File: src/rtl/hcPkg.sv
package hcPkg;
  localparam int LANES        = 8;
  localparam int LANE_W       = $clog2(LANES);
  localparam int WORD_W       = 13;
  localparam int SAMPLES      = 4;
  localparam int WORDS_PER_CH = 1 + 2 * SAMPLES;
  localparam int TRAIN_W      = 13;
  localparam int BYTES_PER_REC = 8;

  typedef struct packed {
    logic [TRAIN_W-1:0] trainLow;
    logic [LANE_W-1:0]  lane;
    logic [3:0]         chip;
    logic [9:0]         chan;
    logic [1:0]         sample;
    logic [15:0]        sampleTime;
    logic [15:0]        adc;
  } hitRec_t;

  typedef struct packed {
    logic [LANES-1:0] grant;
    logic             push;
    logic             drop;
    logic             pop;
    logic [2:0]       byteIdx;
  } ctrlStrobe_t;
endpackage

File: src/rtl/hcLaneFront.sv
module hcLaneFront
  import hcPkg::*;
#(
  parameter int NUM_CHIPS    = 12,
  parameter int NUM_CHANNELS = 1024,
  parameter logic [LANE_W-1:0] LANE_ID = '0
) (
  input  logic               clk,
  input  logic               rstN,
  input  logic               serBit,
  input  logic               serStrobe,
  input  logic               trainStart,
  input  logic [TRAIN_W-1:0] trainLow,
  input  logic [WORD_W-1:0]  threshold,
  input  logic               grant,
  output logic               pendValid,
  output hitRec_t            pendRec
);
  logic [WORD_W-2:0] shiftReg;
  logic [3:0]        bitCnt;
  logic [3:0]        wordIdx;
  logic [9:0]        chanCnt;
  logic [3:0]        chipCnt;
  logic              laneDone;
  logic [WORD_W-1:0] timeReg;

  logic              wordDone, isTime, isAmp, hitNow;
  logic [WORD_W-1:0] word;
  logic [3:0]        halfIdx;
  logic [1:0]        sampleIdx;

  always_comb begin
    wordDone  = serStrobe && !laneDone && !trainStart && (bitCnt == 4'(WORD_W - 1));
    word      = {shiftReg, serBit};
    isTime    = wordIdx[0];
    isAmp     = (wordIdx != 4'd0) && !wordIdx[0];
    hitNow    = wordDone && isAmp && (word > threshold);
    halfIdx   = wordIdx >> 1;
    sampleIdx = halfIdx[1:0] - 2'd1;
  end

  always_ff @(posedge clk) begin
    if (!rstN) begin
      shiftReg <= '0;
      bitCnt   <= '0;
      wordIdx  <= '0;
      chanCnt  <= '0;
      chipCnt  <= '0;
      laneDone <= 1'b0;
      timeReg  <= '0;
    end else if (trainStart) begin
      bitCnt   <= '0;
      wordIdx  <= '0;
      chanCnt  <= '0;
      chipCnt  <= '0;
      laneDone <= 1'b0;
    end else if (serStrobe && !laneDone) begin
      if (wordDone) begin
        bitCnt <= '0;
        if (isTime) timeReg <= word;
        if (wordIdx == 4'(WORDS_PER_CH - 1)) begin
          wordIdx <= '0;
          if (chanCnt == 10'(NUM_CHANNELS - 1)) begin
            chanCnt <= '0;
            if (chipCnt == 4'(NUM_CHIPS - 1)) laneDone <= 1'b1;
            else                              chipCnt  <= chipCnt + 4'd1;
          end else begin
            chanCnt <= chanCnt + 10'd1;
          end
        end else begin
          wordIdx <= wordIdx + 4'd1;
        end
      end else begin
        shiftReg <= {shiftReg[WORD_W-3:0], serBit};
        bitCnt   <= bitCnt + 4'd1;
      end
    end
  end

  always_ff @(posedge clk) begin
    if (!rstN) begin
      pendValid <= 1'b0;
      pendRec   <= '0;
    end else if (hitNow) begin
      pendValid          <= 1'b1;
      pendRec.trainLow   <= trainLow;
      pendRec.lane       <= LANE_ID;
      pendRec.chip       <= chipCnt;
      pendRec.chan       <= chanCnt;
      pendRec.sample     <= sampleIdx;
      pendRec.sampleTime <= 16'(timeReg);
      pendRec.adc        <= 16'(word);
    end else if (grant) begin
      pendValid <= 1'b0;
    end
  end

  // a served record leaves the hold slot before the next one can enter
  p_pend_clear_r7: assert property (@(posedge clk) disable iff (!rstN)
    (grant && !hitNow) |=> !pendValid);
endmodule

File: src/rtl/hcControl.sv
module hcControl
  import hcPkg::*;
(
  input  logic             clk,
  input  logic             rstN,
  input  logic [LANES-1:0] pendVec,
  input  logic             fifoFull,
  input  logic             fifoEmpty,
  input  logic             outReady,
  output ctrlStrobe_t      strb
);
  logic [LANE_W-1:0] rrPtr;
  logic [LANE_W-1:0] grantIdx;
  logic [LANE_W-1:0] idx;
  logic [LANES-1:0]  grantVec;
  logic              found;
  logic [2:0]        byteIdx;

  always_comb begin
    grantVec = '0;
    found    = 1'b0;
    grantIdx = rrPtr;
    idx      = rrPtr;
    for (int i = 0; i < LANES; i++) begin
      idx = rrPtr + LANE_W'(i);
      if (!found && pendVec[idx]) begin
        found         = 1'b1;
        grantIdx      = idx;
        grantVec[idx] = 1'b1;
      end
    end
  end

  always_comb begin
    strb.grant   = grantVec;
    strb.push    = found && !fifoFull;
    strb.drop    = found && fifoFull;
    strb.pop     = !fifoEmpty && outReady && (byteIdx == 3'(BYTES_PER_REC - 1));
    strb.byteIdx = byteIdx;
  end

  always_ff @(posedge clk) begin
    if (!rstN) begin
      rrPtr   <= '0;
      byteIdx <= '0;
    end else begin
      if (found) rrPtr <= grantIdx + LANE_W'(1);
      if (!fifoEmpty && outReady) byteIdx <= byteIdx + 3'd1;
    end
  end

  // at most one lane is served in any cycle
  p_grant_onehot_r8: assert property (@(posedge clk) disable iff (!rstN)
    $onehot0(grantVec));
  // only a lane holding a record is ever served
  p_grant_pending_r8: assert property (@(posedge clk) disable iff (!rstN)
    found |-> ((grantVec & pendVec) != '0));
endmodule

File: src/rtl/hcDatapath.sv
module hcDatapath
  import hcPkg::*;
#(
  parameter int NUM_CHIPS    = 12,
  parameter int NUM_CHANNELS = 1024,
  parameter int FIFO_DEPTH   = 8
) (
  input  logic               clk,
  input  logic               rstN,
  input  logic [WORD_W-1:0]  threshold,
  input  logic               trainStart,
  input  logic [15:0]        trainNum,
  input  logic [LANES-1:0]   serBit,
  input  logic [LANES-1:0]   serStrobe,
  input  ctrlStrobe_t        strb,
  output logic [LANES-1:0]   pendVec,
  output logic               fifoFull,
  output logic               fifoEmpty,
  output logic [7:0]         outData,
  output logic               overflow,
  output logic [15:0]        lostCount
);
  localparam int PTR_W = (FIFO_DEPTH > 1) ? $clog2(FIFO_DEPTH) : 1;
  localparam int CNT_W = $clog2(FIFO_DEPTH + 1);

  logic [TRAIN_W-1:0] trainLatch;
  hitRec_t            laneRec [LANES];
  hitRec_t            selRec;
  hitRec_t            fifoMem [FIFO_DEPTH];
  logic [PTR_W-1:0]   wrPtr, rdPtr;
  logic [CNT_W-1:0]   count;
  logic [63:0]        headBits;

  for (genvar g = 0; g < LANES; g++) begin : gLane
    hcLaneFront #(
      .NUM_CHIPS   (NUM_CHIPS),
      .NUM_CHANNELS(NUM_CHANNELS),
      .LANE_ID     (LANE_W'(g))
    ) uLane (
      .clk       (clk),
      .rstN      (rstN),
      .serBit    (serBit[g]),
      .serStrobe (serStrobe[g]),
      .trainStart(trainStart),
      .trainLow  (trainLatch),
      .threshold (threshold),
      .grant     (strb.grant[g]),
      .pendValid (pendVec[g]),
      .pendRec   (laneRec[g])
    );
  end

  always_comb begin
    selRec = '0;
    for (int i = 0; i < LANES; i++)
      if (strb.grant[i]) selRec = selRec | laneRec[i];
  end

  always_comb begin
    fifoFull  = (count == CNT_W'(FIFO_DEPTH));
    fifoEmpty = (count == '0);
    headBits  = fifoMem[rdPtr];
    outData   = headBits[{3'd7 - strb.byteIdx, 3'b000} +: 8];
  end

  always_ff @(posedge clk) begin
    if (!rstN) trainLatch <= '0;
    else if (trainStart) trainLatch <= trainNum[TRAIN_W-1:0];
  end

  always_ff @(posedge clk) begin
    if (strb.push) fifoMem[wrPtr] <= selRec;
  end

  always_ff @(posedge clk) begin
    if (!rstN) begin
      wrPtr     <= '0;
      rdPtr     <= '0;
      count     <= '0;
      overflow  <= 1'b0;
      lostCount <= '0;
    end else begin
      if (strb.push)
        wrPtr <= (wrPtr == PTR_W'(FIFO_DEPTH - 1)) ? '0 : wrPtr + PTR_W'(1);
      if (strb.pop)
        rdPtr <= (rdPtr == PTR_W'(FIFO_DEPTH - 1)) ? '0 : rdPtr + PTR_W'(1);
      case ({strb.push, strb.pop})
        2'b10:   count <= count + CNT_W'(1);
        2'b01:   count <= count - CNT_W'(1);
        default: count <= count;
      endcase
      if (strb.drop) begin
        overflow <= 1'b1;
        if (lostCount != 16'hFFFF) lostCount <= lostCount + 16'd1;
      end
    end
  end

  // occupancy never exceeds the FIFO depth
  p_fifo_bound_r9: assert property (@(posedge clk) disable iff (!rstN)
    count <= CNT_W'(FIFO_DEPTH));
  // the loss counter only moves once the overflow flag is up
  p_lost_flagged_r9: assert property (@(posedge clk) disable iff (!rstN)
    (lostCount != $past(lostCount)) |-> overflow);
  // a full FIFO without a pop stays full
  p_full_holds_r9: assert property (@(posedge clk) disable iff (!rstN)
    (fifoFull && !strb.pop) |=> fifoFull);
endmodule

File: src/rtl/hitConcentrator.sv
module hitConcentrator
  import hcPkg::*;
#(
  parameter int NUM_CHIPS    = 12,
  parameter int NUM_CHANNELS = 1024,
  parameter int FIFO_DEPTH   = 8
) (
  input  logic        clk,
  input  logic        rstN,
  input  logic [12:0] threshold,
  input  logic        trainStart,
  input  logic [15:0] trainNum,
  input  logic [7:0]  serBit,
  input  logic [7:0]  serStrobe,
  output logic [7:0]  outData,
  output logic        outValid,
  input  logic        outReady,
  output logic        overflow,
  output logic [15:0] lostCount
);
  ctrlStrobe_t      strb;
  logic [LANES-1:0] pendVec;
  logic             fifoFull, fifoEmpty;

  hcControl uCtrl (
    .clk      (clk),
    .rstN     (rstN),
    .pendVec  (pendVec),
    .fifoFull (fifoFull),
    .fifoEmpty(fifoEmpty),
    .outReady (outReady),
    .strb     (strb)
  );

  hcDatapath #(
    .NUM_CHIPS   (NUM_CHIPS),
    .NUM_CHANNELS(NUM_CHANNELS),
    .FIFO_DEPTH  (FIFO_DEPTH)
  ) uData (
    .clk       (clk),
    .rstN      (rstN),
    .threshold (threshold),
    .trainStart(trainStart),
    .trainNum  (trainNum),
    .serBit    (serBit),
    .serStrobe (serStrobe),
    .strb      (strb),
    .pendVec   (pendVec),
    .fifoFull  (fifoFull),
    .fifoEmpty (fifoEmpty),
    .outData   (outData),
    .overflow  (overflow),
    .lostCount (lostCount)
  );

  assign outValid = !fifoEmpty;

  // a stalled byte is held
  p_hold_stable_r6: assert property (@(posedge clk) disable iff (!rstN)
    (outValid && !outReady) |=> (outValid && $stable(outData)));
  // the overflow flag never falls outside reset
  p_overflow_sticky_r9: assert property (@(posedge clk) disable iff (!rstN)
    overflow |=> overflow);
endmodule

File: config.mk
export PLATFORM = sky130hd
export DESIGN_NAME = hitConcentrator
export DESIGN_NICKNAME = d
export VERILOG_FILES = /design/src/rtl/hcPkg.sv /design/src/rtl/hcLaneFront.sv /design/src/rtl/hcControl.sv /design/src/rtl/hcDatapath.sv /design/src/rtl/hitConcentrator.sv
export SDC_FILE = /design/constraint.sdc
export NUM_CORES = 2
export LEC_CHECK = 0
export BUFFER_PORTS_ARGS = -buffer_cell sky130_fd_sc_hd__buf_2
export CORE_MARGIN = 4
export CORE_UTILIZATION = 57
export DETAILED_ROUTE_END_ITERATION = 8
export PLACE_DENSITY_LB_ADDON = 0.1
export SKIP_CTS_REPAIR_TIMING = 1
export SLEW_MARGIN = 20
export SYNTH_ARGS = -nofsm -noshare
export SYNTH_HDL_FRONTEND = slang
export SYNTH_SLANG_ARGS = --single-unit
File: constraint.sdc
create_clock -name clk -period 10.5 [get_ports clk]
set_clock_uncertainty 0.2 [all_clocks]
set_input_delay 1.575 -clock clk [delete_from_list [all_inputs] [get_ports clk]]
set_output_delay 1.575 -clock clk [all_outputs]
set_load 0.05 [all_outputs]
# [Yosys cells after proc, flatten, opt, wreduce, memory -nomap -nowiden]
# Memories as Yosys holds them, arrays and structs flattened. A register that Yosys moved wholly into a read port is not among the register bits.
# Cells that the tools add are included.
[classes] order_cmp=24 n_eq_ne=39 n_bitwise=32 addsub=55 shift=1 n_reduce_logical=161 n_mux=110
[ops] cell="64-bit 2-to-1 mux" n=8
[ops] cell="64-bit OR" n=7
[ops] cell="13-bit greater-than comparator" n=8
[ops] cell="4-bit by 1-bit adder with 4-bit output, second input constant" n=25
[ops] cell="4-bit == test, second input constant" n=25
[ops] cell="10-bit by 1-bit adder with 10-bit output, second input constant" n=8
[ops] cell="10-bit == test, second input constant" n=8
[ops] cell="10-bit 2-to-1 mux" n=8
[ops] cell="5-bit AND reduction" n=16
[ops] cell="1-bit logical AND" n=67
[ops] cell="4-bit 2-to-1 mux" n=16
[ops] cell="8-bit 2-to-1 mux" n=8
[ops] cell="64-bit by 7-bit indexed part select with 8-bit output" n=1
[ops] cell="8-bit OR" n=7
[ops] cell="3-bit AND reduction" n=16
[ops] cell="1-bit 2-to-1 mux" n=42
[ops] cell="3-bit 2-to-1 mux" n=11
[ops] cell="3-bit by 4-bit < comparator with 1-bit output, second input constant" n=8
[ops] cell="4-bit AND reduction" n=8
[ops] cell="4-bit nonzero test" n=8
[ops] cell="1-bit logical NOT" n=26
[ops] cell="1-bit binary-select mux with 3-bit select" n=8
[ops] cell="1-bit demux with 3-bit select" n=8
[ops] cell="3-bit by 1-bit >= comparator with 1-bit output, second input constant" n=8
[ops] cell="17 further kinds" n=67
[totals] n_memories=1 register_bits=885 ram_bits=512 output_inout_bits=26 in_bits=49 word_cells=550
[mem_list] name="uData.fifoMem" depth=8 word_bits=64 rd=1 rd_ports_with_merged_regs=1 write_ports=1 line_no="hcDatapath.sv:29" rtl="hitRec_t fifoMem [FIFO_DEPTH];"

# [Logic depth before layout (Yosys ltp)]
[depth] depth_word=39 depth_mapped=19 ltp_nobuf=15

# [Modules after synthesis]
# Synthesis repeated with hierarchy kept, for this count alone.
[hier_totals] hier_cells=7236 hier_area_um2=70856.7
[by_module_without_submodules] mod="hcLaneFront (uData.gLane[1].uLane ...)" cells_per_inst=743 area_per_inst_um2=5775.5 instances=5 seq_area_each_um2=2102.0
[by_module_without_submodules] mod="hcDatapath" cells_per_inst=1380 area_per_inst_um2=23953.0 instances=1 seq_area_each_um2=16235.6
[by_module_without_submodules] mod="hcLaneFront (uData.gLane[7].uLane)" cells_per_inst=742 area_per_inst_um2=5745.5 instances=1 seq_area_each_um2=2102.0
[by_module_without_submodules] mod="hcLaneFront (uData.gLane[6].uLane)" cells_per_inst=613 area_per_inst_um2=5427.7 instances=1 seq_area_each_um2=2102.0
[by_module_without_submodules] mod="hcLaneFront (uData.gLane[0].uLane)" cells_per_inst=614 area_per_inst_um2=5267.6 instances=1 seq_area_each_um2=2082.0
[by_module_without_submodules] mod="hcControl" cells_per_inst=171 area_per_inst_um2=1581.5 instances=1 seq_area_each_um2=120.1
[by_module_without_submodules] mod="hitConcentrator" cells_per_inst=1 area_per_inst_um2=3.8 instances=1 seq_area_each_um2=0.0

# [Least setup slack after synthesis]
# OpenSTA, ideal clock, no wires.
[synth_timing] path_kind="register to register" start="register uCtrl.rrPtr[0]" end="memory uData.fifoMem[2][0] (netlist name) (enable)" t_arrival_ns=9.031 setup_slack_ns=0.632 n_path_buf=4 setup_time_ns=0.638 stages_incl_launch_ff=14 synth_period_minus_slack_ns=9.868 required_time_ns=9.662 cell_sequence="dfxtp_1 buf_6 inv_2 buf_1 ha_1 buf_4 mux2i_1 mux4_2 a32oi_4 buf_4 nor3_1 nand3_1 nand2_1 nor4b_1"
[synth_between] elab_chain_len=27 elab_cells_between_ends=48 classes_between="7 x add/sub; 26 x mux; 15 x reduce/logical"
[synth_lines] element="start, declared" line_no="hcControl.sv:12" rtl="logic [LANE_W-1:0] rrPtr;"
[synth_lines] element="start signal, assigned" line_no="hcControl.sv:47" rtl="if (found) rrPtr <= grantIdx + LANE_W'(1);"
[synth_lines] element="parallel branches: the longest is 23 deep, another holds 3-bit by 1-bit adder with 3-bit output"
[synth_lines] element="1-bit 2-to-1 mux (*)" line_no="hcControl.sv:26" rtl="if (!found && pendVec[idx]) begin"
[synth_lines] element="1-bit logical AND (*)" line_no="hcControl.sv:36" rtl="strb.push = found && !fifoFull;"
[synth_lines] element="1-bit 2-to-1 mux (*)" line_no="hcDatapath.sv:72" rtl="if (strb.push) fifoMem[wrPtr] <= selRec;"
[synth_lines] element="1-bit 2-to-1 mux (not written as such) (*)" line_no="hcDatapath.sv:72"
[synth_lines] element="end, declared" line_no="hcDatapath.sv:29"
# Mark *: on every way between the ends. The select of a mux whose other input is x is not followed.

==> results_dict.tcl <==
set metrics [dict create \
    synthArstFlopShare_pct 0 \
    whs_endpoint "uData.gLane[1].uLane.timeReg[8]" \
    hold_viol 0 \
    synth_cells 5103 \
    irDropWorstVdd_mv 0.145 \
    setup_viol 0 \
    yosys.area.top_type_share_pct 31.1 \
    synth_fp_nets 5330 \
    dp_hpwl_um 96700 \
    ys_types 76 \
    layoutNonFillerInstCount 6455 \
    initialDrtViolationCount 4297 \
    synth_area_leader_cell "dfxtp_1" \
    ys_top_cells_by_area "dfxtp_1 (31%), edfxtp_1 (24%), mux2i_1 (7.9%)" \
    cts_tree "yes" \
    hold_path_class "flip-flop to flip-flop" \
    worstMarginPinSlew_ns 1.15 \
    ys.flop_type "dfxtp_1" \
    area_delta_synth_final_pct 11.0 \
    cp-end-kind "flip-flop" \
    clock_sinks 1352 \
    synth_edf_count 464 \
    drt_pass1_iterations 9 \
    detail-route-antenna-nets 0 \
    cp_data_arrival_time_ns 7.29 \
    power_density_nw_per_um2 167 \
    outcome "finished, final reports clean" \
    grt_setup_unrepaired "false" \
    drt_wl_total_um 154000 \
    rows 115 \
    critPathKind "flip-flop to flip-flop" \
    ios 75 \
    syn_area_per_cell_um2 11.2 \
    rr_endpoint "uData.fifoMem[0][19]" \
    gp_congestion 0.919 \
    htree_levels 4 \
    grt_pass1_wl_um 233000 \
    clk_latency_ns 0.74 \
    p_total_w 0.0106 \
    r2r_cells 12 \
    seqCellArea_um2 31700 \
    die_h_um 325 \
    wl_per_cell_um 23.9 \
    hold-path-cell-count 2 \
    grt_pass1_vias 37700 \
    vias 40000 \
    fill_cells 7777 \
    die_width_um 325 \
    numCtsBuffers 139 \
    cts_root_buf "clkbuf_16" \
    cts_buffer_depth 3 \
    ys_ff_latch 1352 \
    worstReg2RegStart "uCtrl.rrPtr[1]" \
    fmax_mhz 140 \
    finalCritPeriodShare_pct 68.1 \
    whs_ns 0.250 \
    start_util_pct 57.8 \
    antenna_found_initial 4 \
    drive_above_1_share_pct 11.2 \
    syn_area_um2 57200 \
    finalMaxSlewViolations 0 \
    drc 0 \
    highest_layer "met4" \
    fin_tns_setup_ns 0 \
    place_inst 6207 \
    r2r_slack_ns 3.35 \
    wl_met3_um 11700 \
    layout.nets 5288 \
    ys_warn_count 0 \
    core_area_um2 99000 \
    seq_area_frac_synth_pct 55.4 \
    multiInputGateArea_um2 24300 \
    routed-wl-met2_um 70600 \
    dieArea_um2 106000 \
    period_needed_ns 7.15 \
    viasPerCell 6.19 \
    grt_overflow_total 0 \
    crit_path_start_kind "flip-flop" \
    wl_met1_um 67100 \
    cp_max_fo 32 \
    p_leak_nw 21.8 \
    clkTransAtPathRegs_ns 0.06 \
    grt_max_degree 210 \
    maxCapViolCount 0 \
    min_from "uData.gLane[1].uLane.timeReg[8]" \
    cp_data_required_time_ns 10.64 \
    grt_use_total_pct 28.7 \
    max_slew_margin_pct 23.5 \
    portBuffers 71 \
]
cell usage after synthesis (all sizes together) (6+ instances only):
| library cell | count |
|---|---|
| dfxtp | 888 |
| a221oi | 10 |
| inv | 81 |
| nor2 | 680 |
| nand4 | 63 |
| nand3 | 229 |
| a22oi | 87 |
| mux2i | 453 |
| xor2 | 108 |
| nor3b | 8 |
| nand2 | 411 |
| or3 | 10 |
| ha | 177 |
| and4 | 6 |
| nand2b | 18 |
| a221o | 6 |
| a21o | 10 |
| buf | 79 |
| a31oi | 8 |
| nor3 | 84 |
| a222oi | 75 |
| nor4 | 15 |
| o21ai | 170 |
| o21a | 39 |
| mux4 | 166 |
| and2 | 15 |
| nor2b | 29 |
| clkbuf | 243 |
| a21oi | 282 |
| edfxtp | 464 |
| xnor2 | 44 |
| and3 | 55 |
| mux2 | 6 |
| a211oi | 20 |
final cells by class:
type	instances	share of cell area [%]
Tap cell	1287	2.54
Inverter	82	0.497
Clock inverter	49	0.914
Sequential cell	1352	50.0
Multi-Input combinational cell	3347	38.3
Clock buffer	197	6.44
Timing Repair Buffer	139	1.40
Antenna cell	2	0.00788
placed cells by master (no fill, tap or decap), types with 39 or more instances in the layout:
cell type / n
a21oi_1: 278
a222oi_1: 75
a22oi_1: 87
and3_1: 55
buf_2: 71
buf_4: 66
clkbuf_16: 148
dfxtp_1: 884
edfxtp_1: 464
ha_1: 177
inv_1: 79
mux2i_1: 452
mux4_2: 166
nand2_1: 411
nand3_1: 229
nand4_1: 63
nor2_1: 674
nor3_1: 82
o21a_1: 39
o21ai_0: 167
xnor2_1: 44
xor2_1: 108
power breakdown:
| part | switching, W | internal (W) |
|---|---|---|
| Clock | 0.00203 | 0.00300 |
| Sequential | 0.0000151 | 0.00538 |
| Combinational | 0.000130 | 0.0000464 |
| Total | 0.00217 | 0.00843 |
registers in the layout (all words and copies together) (netlist names), named ones only:
name                         count
uData.fifoMem                  464
uData.gLane.uLane.pendRec      447
uData.gLane.uLane.timeReg      104
uData.gLane.uLane.shiftReg      96
uData.gLane.uLane.chanCnt       80
uData.gLane.uLane.bitCnt        32
uData.gLane.uLane.chipCnt       32
uData.gLane.uLane.wordIdx       32
uData.lostCount                 16
uData.trainLatch                13
uData.gLane.uLane.laneDone       8
uData.gLane.uLane.pendValid      8
uData.count                      4
uCtrl.byteIdx                    3
uCtrl.rrPtr                      3
uData.rdPtr                      3
uData.wrPtr                      3
uData.overflow                   1
worst max-delay path by stage:
stage                   start              endpoint  cells after the start
2_1_floorplan  uCtrl.rrPtr[0]   uData.fifoMem[2][0]                     13
3_3_place_gp   uCtrl.rrPtr[1]  uData.fifoMem[0][18]                     12
3_5_place_dp   uCtrl.rrPtr[1]  uData.fifoMem[0][18]                     12
4_1_cts        uCtrl.rrPtr[1]  uData.fifoMem[0][18]                     12
5_1_grt        uCtrl.rrPtr[1]  uData.fifoMem[0][18]                     12
6_report       uCtrl.rrPtr[1]  uData.fifoMem[0][19]                     12
logic make-up after synthesis:
kind of cell | Yosys count | synth area share (%)
AND/OR/NAND/NOR | 1647 | 12.7
AO/OA/AOI/OAI | 745 | 8.27
flip-flops | 1352 | 55.4
adder cells (fa/ha/maj) | 178 | 3.91
multiplexers | 625 | 14.6
buffers and inverters | 404 | 2.79
XOR/XNOR | 152 | 2.33
stage by stage:
| stage | setup WS, ns | instance area, um^2 | util (%) |
|---|---|---|---|
| 5_1_grt | 3.04 | 63500 | 64.1 |
| 2_1_floorplan | 0.632 | 57200 | - |
| 6_report | 3.35 | 63500 | 64.1 |
| 4_1_cts | 3.54 | 63500 | 64.1 |
| 3_5_place_dp | 3.55 | 58800 | 59.4 |
| 3_3_place_gp | 3.71 | 58800 | 59.4 |
routing by layer:
metal | track usage (%) | vias to the layer above
met5 | 0 | -
met4 | 9.32 | 0
met3 | 4.85 | 282
met2 | 45.5 | 1409
met1 | 40.6 | 19800
li1 | - | 18500
worst max-delay path: stages, from the launching register on:
cell and delay, ns:
dfxtp_1 0.84, inv_1 0.24, ha_1 0.86, mux2i_1 0.22
mux4_2 0.56, a32oi_4 0.57, nor2_1 0.20, a31oi_1 0.76
o2bb2ai_4 0.11, buf_4 0.32, or2_2 0.67, a22oi_1 0.64
nand3_1 0.49
(Power assumes the default switching activity.)
